**config.mk**
```make
export PLATFORM = sky130hd
export DESIGN_NAME = fwatch_unit
export DESIGN_NICKNAME = d
export VERILOG_FILES = /design/src/rtl/fwatch_pkg.sv /design/src/rtl/fwatch_cfg.sv /design/src/rtl/fwatch_match.sv /design/src/rtl/fwatch_status.sv /design/src/rtl/fwatch_unit.sv
export SDC_FILE = /design/constraint.sdc
export NUM_CORES = 1
export LEC_CHECK = 0
export BUFFER_PORTS_ARGS = -buffer_cell sky130_fd_sc_hd__buf_2
export CAP_MARGIN = 10
export CORE_UTILIZATION = 40
export CTS_CLUSTER_SIZE = 10
export DETAILED_ROUTE_END_ITERATION = 8
export PLACE_DENSITY_LB_ADDON = 0.12
export SLEW_MARGIN = 20
export SYNTH_ARGS = -nofsm -noshare
export SYNTH_HDL_FRONTEND = slang
export SYNTH_SLANG_ARGS = --single-unit
```
**constraint.sdc**
```tcl
create_clock -name clk -period 3.45 [get_ports clk]
set_input_delay 1.035 -clock clk [delete_from_list [all_inputs] [get_ports clk]]
set_output_delay 1.035 -clock clk [all_outputs]
set_load 0.02 [all_outputs]
```
**src/rtl/fwatch_pkg.sv**
```systemverilog
package fwatch_pkg;

  typedef enum logic [1:0] {
    MODE_EXACT   = 2'd0,
    MODE_MASK    = 2'd1,
    MODE_INSIDE  = 2'd2,
    MODE_OUTSIDE = 2'd3
  } cmp_mode_e;

  localparam logic [1:0] SEL_CMPA = 2'd0;
  localparam logic [1:0] SEL_CMPB = 2'd1;
  localparam logic [1:0] SEL_CTRL = 2'd2;
  localparam logic [1:0] SEL_STAT = 2'd3;

  localparam logic [1:0] QUAL_ANY   = 2'd0;
  localparam logic [1:0] QUAL_RSVD  = 2'd1;
  localparam logic [1:0] QUAL_IS_LO = 2'd2;
  localparam logic [1:0] QUAL_IS_HI = 2'd3;

  localparam int CTRL_W = 8;

  typedef struct packed {
    logic [1:0] mode;
    logic [1:0] qual_b;
    logic [1:0] qual_a;
    logic       en_b;
    logic       en_a;
  } ctrl_t;

endpackage

```
**src/rtl/fwatch_cfg.sv**
```systemverilog
module fwatch_cfg
  import fwatch_pkg::*;
#(
  parameter int AW = 32
) (
  input  logic          clk,
  input  logic          rst,
  input  logic          wr_en,
  input  logic [1:0]    wr_sel,
  input  logic [AW-1:0] wr_data,
  output logic [AW-1:0] cmp_a,
  output logic [AW-1:0] cmp_b,
  output ctrl_t         ctrl
);

  always_ff @(posedge clk) begin
    if (rst) begin
      cmp_a <= '0;
      cmp_b <= '0;
      ctrl  <= '0;
    end else if (wr_en) begin
      case (wr_sel)
        SEL_CMPA: cmp_a <= wr_data;
        SEL_CMPB: cmp_b <= wr_data;
        SEL_CTRL: ctrl  <= ctrl_t'(wr_data[CTRL_W-1:0]);
        default:  ;
      endcase
    end
  end

endmodule

```
**src/rtl/fwatch_match.sv**
```systemverilog
module fwatch_match
  import fwatch_pkg::*;
#(
  parameter int AW = 32,
  parameter int NCMP = 2
) (
  input  logic          ispace,
  input  logic [AW-1:0] addr,
  input  logic [AW-1:0] cmp_a,
  input  logic [AW-1:0] cmp_b,
  input  ctrl_t         ctrl,
  output logic          match_a,
  output logic          match_b
);

  logic [NCMP-1:0] qual_ok;
  logic [NCMP-1:0] enables;
  logic [1:0]      quals [NCMP];

  assign enables  = {ctrl.en_b, ctrl.en_a};
  assign quals[0] = ctrl.qual_a;
  assign quals[1] = ctrl.qual_b;

  for (genvar i = 0; i < NCMP; i++) begin : g_qual
    always_comb begin
      case (quals[i])
        QUAL_IS_LO: qual_ok[i] = enables[i] & ~ispace;
        QUAL_IS_HI: qual_ok[i] = enables[i] &  ispace;
        default:    qual_ok[i] = enables[i];
      endcase
    end
  end

  logic pair_ok;
  logic ge_a, lt_b;
  logic pair_cond;

  assign pair_ok = &qual_ok;
  assign ge_a    = addr >= cmp_a;
  assign lt_b    = addr <  cmp_b;

  always_comb begin
    match_a   = 1'b0;
    match_b   = 1'b0;
    pair_cond = 1'b0;
    case (cmp_mode_e'(ctrl.mode))
      MODE_EXACT: begin
        match_a = qual_ok[0] & (addr == cmp_a);
        match_b = qual_ok[1] & (addr == cmp_b);
      end
      MODE_MASK:    pair_cond = (addr & cmp_b) == (cmp_a & cmp_b);
      MODE_INSIDE:  pair_cond = ge_a & lt_b;
      MODE_OUTSIDE: pair_cond = ~ge_a | ~lt_b;
      default:      pair_cond = 1'b0;
    endcase
    if (ctrl.mode != MODE_EXACT) begin
      match_a = pair_ok & pair_cond;
      match_b = pair_ok & pair_cond;
    end
  end

endmodule

```
**src/rtl/fwatch_status.sv**
```systemverilog
module fwatch_status
  import fwatch_pkg::*;
#(
  parameter int AW = 32
) (
  input  logic          clk,
  input  logic          rst,
  input  logic          fetch_valid,
  input  logic [AW-1:0] fetch_addr,
  input  logic          dbg_en,
  input  logic          hi_pri_pend,
  input  logic          match_a,
  input  logic          match_b,
  input  logic [2:0]    clr_mask,
  output logic          hit_a,
  output logic          hit_b,
  output logic          imprecise,
  output logic          dbg_irq,
  output logic          fetch_kill,
  output logic [AW-1:0] save_addr
);

  logic set_a, set_b, event_any, set_imp, take;

  assign set_a     = fetch_valid & match_a;
  assign set_b     = fetch_valid & match_b;
  assign event_any = set_a | set_b;
  assign set_imp   = event_any & ~dbg_en;
  assign take      = event_any & dbg_en & ~hi_pri_pend;

  always_ff @(posedge clk) begin
    if (rst) begin
      hit_a      <= 1'b0;
      hit_b      <= 1'b0;
      imprecise  <= 1'b0;
      dbg_irq    <= 1'b0;
      fetch_kill <= 1'b0;
      save_addr  <= '0;
    end else begin
      hit_a      <= set_a   | (hit_a     & ~clr_mask[0]);
      hit_b      <= set_b   | (hit_b     & ~clr_mask[1]);
      imprecise  <= set_imp | (imprecise & ~clr_mask[2]);
      dbg_irq    <= take;
      fetch_kill <= take;
      if (take) save_addr <= fetch_addr;
    end
  end

  p_irq_cause_r9: assert property (@(posedge clk) disable iff (rst)
    dbg_irq |-> ($past(fetch_valid) && $past(dbg_en) && !$past(hi_pri_pend)));

  p_save_addr_r9: assert property (@(posedge clk) disable iff (rst)
    dbg_irq |-> (save_addr == $past(fetch_addr)));

  p_pending_hold_r10: assert property (@(posedge clk) disable iff (rst)
    (hi_pri_pend && !dbg_irq) |=> (!dbg_irq && $stable(save_addr)));

  p_sticky_r11: assert property (@(posedge clk) disable iff (rst)
    (hit_a && !clr_mask[0]) |=> hit_a);

  p_imprecise_cause_r8: assert property (@(posedge clk) disable iff (rst)
    $rose(imprecise) |-> !$past(dbg_en));

  p_idle_r12: assert property (@(posedge clk) disable iff (rst)
    !fetch_valid |=> (!dbg_irq && !fetch_kill));

endmodule

```
**src/rtl/fwatch_unit.sv**
```systemverilog
module fwatch_unit
  import fwatch_pkg::*;
#(
  parameter int AW = 32
) (
  input  logic          clk,
  input  logic          rst,
  input  logic          fetch_valid,
  input  logic [AW-1:0] fetch_addr,
  input  logic          ispace,
  input  logic          dbg_en,
  input  logic          hi_pri_pend,
  input  logic          wr_en,
  input  logic [1:0]    wr_sel,
  input  logic [AW-1:0] wr_data,
  output logic          hit_a,
  output logic          hit_b,
  output logic          imprecise,
  output logic          dbg_irq,
  output logic          fetch_kill,
  output logic [AW-1:0] save_addr
);

  logic [AW-1:0] cmp_a, cmp_b;
  ctrl_t         ctrl;
  logic          match_a, match_b;
  logic [2:0]    clr_mask;

  assign clr_mask = (wr_en && wr_sel == SEL_STAT) ? wr_data[2:0] : 3'b000;

  fwatch_cfg #(.AW(AW)) u_cfg (
    .clk     (clk),
    .rst     (rst),
    .wr_en   (wr_en),
    .wr_sel  (wr_sel),
    .wr_data (wr_data),
    .cmp_a   (cmp_a),
    .cmp_b   (cmp_b),
    .ctrl    (ctrl)
  );

  fwatch_match #(.AW(AW), .NCMP(2)) u_match (
    .ispace  (ispace),
    .addr    (fetch_addr),
    .cmp_a   (cmp_a),
    .cmp_b   (cmp_b),
    .ctrl    (ctrl),
    .match_a (match_a),
    .match_b (match_b)
  );

  fwatch_status #(.AW(AW)) u_status (
    .clk         (clk),
    .rst         (rst),
    .fetch_valid (fetch_valid),
    .fetch_addr  (fetch_addr),
    .dbg_en      (dbg_en),
    .hi_pri_pend (hi_pri_pend),
    .match_a     (match_a),
    .match_b     (match_b),
    .clr_mask    (clr_mask),
    .hit_a       (hit_a),
    .hit_b       (hit_b),
    .imprecise   (imprecise),
    .dbg_irq     (dbg_irq),
    .fetch_kill  (fetch_kill),
    .save_addr   (save_addr)
  );

  p_disabled_quiet_r7: assert property (@(posedge clk) disable iff (rst)
    (fetch_valid && !ctrl.en_a && !ctrl.en_b) |-> (!match_a && !match_b));

  p_pair_both_r3: assert property (@(posedge clk) disable iff (rst)
    (fetch_valid && ctrl.mode != MODE_EXACT && (match_a || match_b)) |=> (hit_a && hit_b));

endmodule

```
==> summary.md <==
| Metric | Value |
|---|---|
| Status | completed |
| Slowest cell on the critical path | nor4_4 |
| Design area | 8178 sq um |
| Footprint of the multi-input gates | 4282 sq um |
| PwrDens | 329.7 nW/um^2 |
| Vias | 5,867 |
| Net Count, Synth | 995 |
| Ys Warns | 0 |
| Area contributors post-synth | dfxtp_1 (31%), ha_1 (17%), nand2_1 (8.0%) |
| Flop pwr share | 0.484 |
| Slew HR | 0.4251 |
| DP Area | 7893 sq um |
| Row Count | 47 |
| Tot GR Track Use | 0.2165 |
| Clock slew at reported path FFs | 70 ps |
| Max-cap violation count | 0 |
| Logic pwr share | 0.149 |
| Vias per Instance | 4.968 |
| Worst-Skew Late Latency | 360 ps |
| Routed WL | 18,570 um |
| Synth top cells by count | nand2_1 (146), dfxtp_1 (108), a21oi_1 (104), ha_1 (96) |
| DIE AREA | 17,690 sq um |
| Crit path time final | 3251 ps |
| Sw power | 0.0007332 W |
| HP Class | flop to flop |
| Final setup violation count | 0 |
| Diodes inserted | 0 |
| Switching Share | 0.2719 |
| Nets@finish | 1,125 |
| FILL cells | 1,687 |
| Hold Fails Final Rpt | 0 |
| Setup slack, reg-to-reg | 570 ps |
| Share of post-route cells with drive strength above 1 | 0.1894 |
| Largest net degree at the start of global routing | 53 |
| Period utilization | 0.9422 |
| Internal power | 0.001963 W |
| Hold Buf Count CTS | 0 |
| Register area | 2162 sq um |
| Die Ht | 133.0 um |
| TritonCTS clock tree | done |
| CP peak stage delay | 400 ps |
| Buffers on Ports | 109 |
| Area leader, netlist | dfxtp_1 |
| Post-Synthesis Cells | 826 |
| Ports | 110 |
| Placer's final routability congestion estimate | 0.7835 |
| Final Max Tran Viols | 0 |
| Initial antenna violation count | 0 |
| First-pass GRT wire length | 29,680 um |
| Skew final | 9.611 ps |
| RR Startpoint | u_cfg.cmp_a[18] |
| H-tree depth | 3 |
| CP arrival | 3490 ps |
| Hold Path Depth | 2 |
| CTS Buffer Depth | 2 |
| Syn avg cell area | 8.313 sq um |
| CTS Buf Count | 9 |
| Post-synth ARST share | 0 |
| Post-synth top area share | 0.3149 |
| Die width | 133.0 um |
| Initial Util | 0.4111 |
| Clock Power Share | 0.367 |
| Crit-path max FO | 17 |
| Hold EP | u_status.hit_a |
| Core area | 16,700 sq um |
| Worst path top cell family by delay | compound AO/OA/AOI/OAI gates |
| WL/cell | 15.73 um |
| Worst-Margin Slew | 862.3 ps |
| #FFs+latches synth | 108 |
| WP buf/inv | 2 |
| Vias in the first global route | 5,652 |
| Max Clock Freq | 307.6 MHz |
| Sequential area share after synthesis | 0.3149 |
| Netlist cell types | 55 |
| RSZ-0062 raised after global routing | false |
| Num Clock Sinks | 108 |
| Starting DRT DRC Count | 253 |
| Leak pwr | 3.546 nW |
| CP endpoint kind | flop |
| Post-synth EDFFs | 0 |
| CP Class | primary input to flop |
| Root Buffer | clkbuf_16 |
| CP Cell Sequence | buf_2 -> ha_1 -> nand4_1 -> nor4_4 -> nand3_1 -> o2111ai_1 -> o211a_1 -> a21oi_1 -> o31a_2 -> buf_12 -> mux2i_1 |
| Routed Antenna Nets | 0 |
| Gr ovfl total | 0 |
| TritonRoute pass-1 iters | 5 |
| Hold Startpoint | u_status.hit_a |
| Mapped Area | 6867 sq um |
| Remaining DRCs | 0 |
| Worst vdd ir | 0.2642 mV |
| Area Growth Syn to Fin | 19.10% |
| Post-DP HPWL | 14,080 um |
| Hold slack final | 459.4 ps |
| Dominant synthesized flop cell | dfxtp_1 |
| Top-count cell post-synth | nand2_1 |
| Worst R2R Path Depth | 11 |
| CP startpoint kind | primary input |
| Critical path required time | 3690 ps |
| FF-to-FF End | u_status.save_addr[15] |
[cell families (layout without fill, tap and decap cells)]
| kind of cell | after synthesis | count (layout) | share of synthesized area |
|---|---|---|---|
| and+or+nand+nor | 303 | 303 | 0.2263 |
| AOI/OAI and AO/OA | 175 | 175 | 0.1585 |
| DFF | 108 | 108 | 0.3149 |
| buffers and inverters | 102 | 237 | 0.06451 |
| adders and majority gates | 96 | 96 | 0.1749 |
| muxes | 40 | 40 | 0.05831 |
| xor gates and xnor gates | 2 | 2 | 0.002551 |
[worst register-to-register path: cells and delay by family, from the launching register on]
family / cells / cell delay [ps]
mux: 1 / 150
simple gates: 3 / 830
buf+inv: 2 / 240
fa+ha+maj: 1 / 280
compound gates: 4 / 870
flops: 1 / 390
[power by group through the flow]
stage               registers (W)  clock network [W]  logic [W]
global route              0.00131            0.00107   0.000455
floorplan                 0.00132                  0   0.000229
finish                    0.00130           0.000990   0.000402
CTS                       0.00130            0.00102   0.000406
global placement          0.00133                  0   0.000404
detailed placement        0.00133                  0   0.000403
[final cells by class]
type / instances / area share
sequential: 108 / 0.2644
multi-input combinational: 616 / 0.5236
clock inverter: 4 / 0.003060
clock buffer: 12 / 0.03014
timing repair buffer: 154 / 0.1144
inverter: 67 / 0.03075
tap: 220 / 0.03366
[stage by stage]
stage / total power (W) / instances / worst slack (ps) / setup TNS, ps / utilization
global route: 0.002831 / 1181 / 3.225 / 0 / 0.4897
global placement: 0.001736 / 1165 / -277.9 / -9110 / 0.4726
CTS: 0.002731 / 1181 / 4.124 / 0 / 0.4894
finish: 0.002696 / 1181 / 199.5 / 0 / 0.4897
detailed placement: 0.001736 / 1165 / -431.8 / -13560 / 0.4726
floorplan: 0.001552 / 826 / 226.8 / 0 / -
[worst max path at each step]
stage | end | from | cells past startpoint
4_1_cts | u_status.save_addr[15] | fetch_addr[31] | 11
3_5_place_dp | u_status.save_addr[15] | fetch_addr[31] | 11
2_1_floorplan | u_status.save_addr[10] | fetch_addr[27] | 11
3_3_place_gp | u_status.save_addr[15] | fetch_addr[31] | 11
6_report | u_status.save_addr[15] | fetch_addr[18] | 11
5_1_grt | u_status.save_addr[15] | fetch_addr[18] | 11
[cells in the final DEF, fill, tap and decap left out, types with 12 or more instances in the layout]
cell / count
nand2_1: 146
dfxtp_1: 108
and3_1: 17
a21oi_1: 104
inv_1: 67
a21o_1: 17
mux2i_1: 40
a211oi_1: 12
nand4_1: 15
nor2_1: 12
nand3_1: 16
buf_4: 42
buf_2: 108
nand2b_1: 67
ha_1: 96
[flip-flops by register name (all words and copies together), names as in the netlist]
name and flops:
u_status.save_addr 32, u_status.hit_b 1, u_status.hit_a 1, u_cfg.cmp_b 32, u_cfg.cmp_a 32, u_status.imprecise 1, u_status.dbg_irq 1, u_cfg.ctrl 8
[per-layer routing]
layer  wire length, um  global-route usage  up-vias
met3               709             0.03678       13
li1                  -                   -     3080
met1              9255              0.2965     2662
met4               182             0.05172        0
met5                 0                   0        -
met2              8424              0.3525      112
[what timing repair did]
action | 4_1_cts | 5_1_grt
setup endpoints to repair | 32 | 34
setup buffers | 0 | 0
gates resized for setup | 1 | 1
pin swaps | 0 | 1
(Power assumes the default switching activity.)
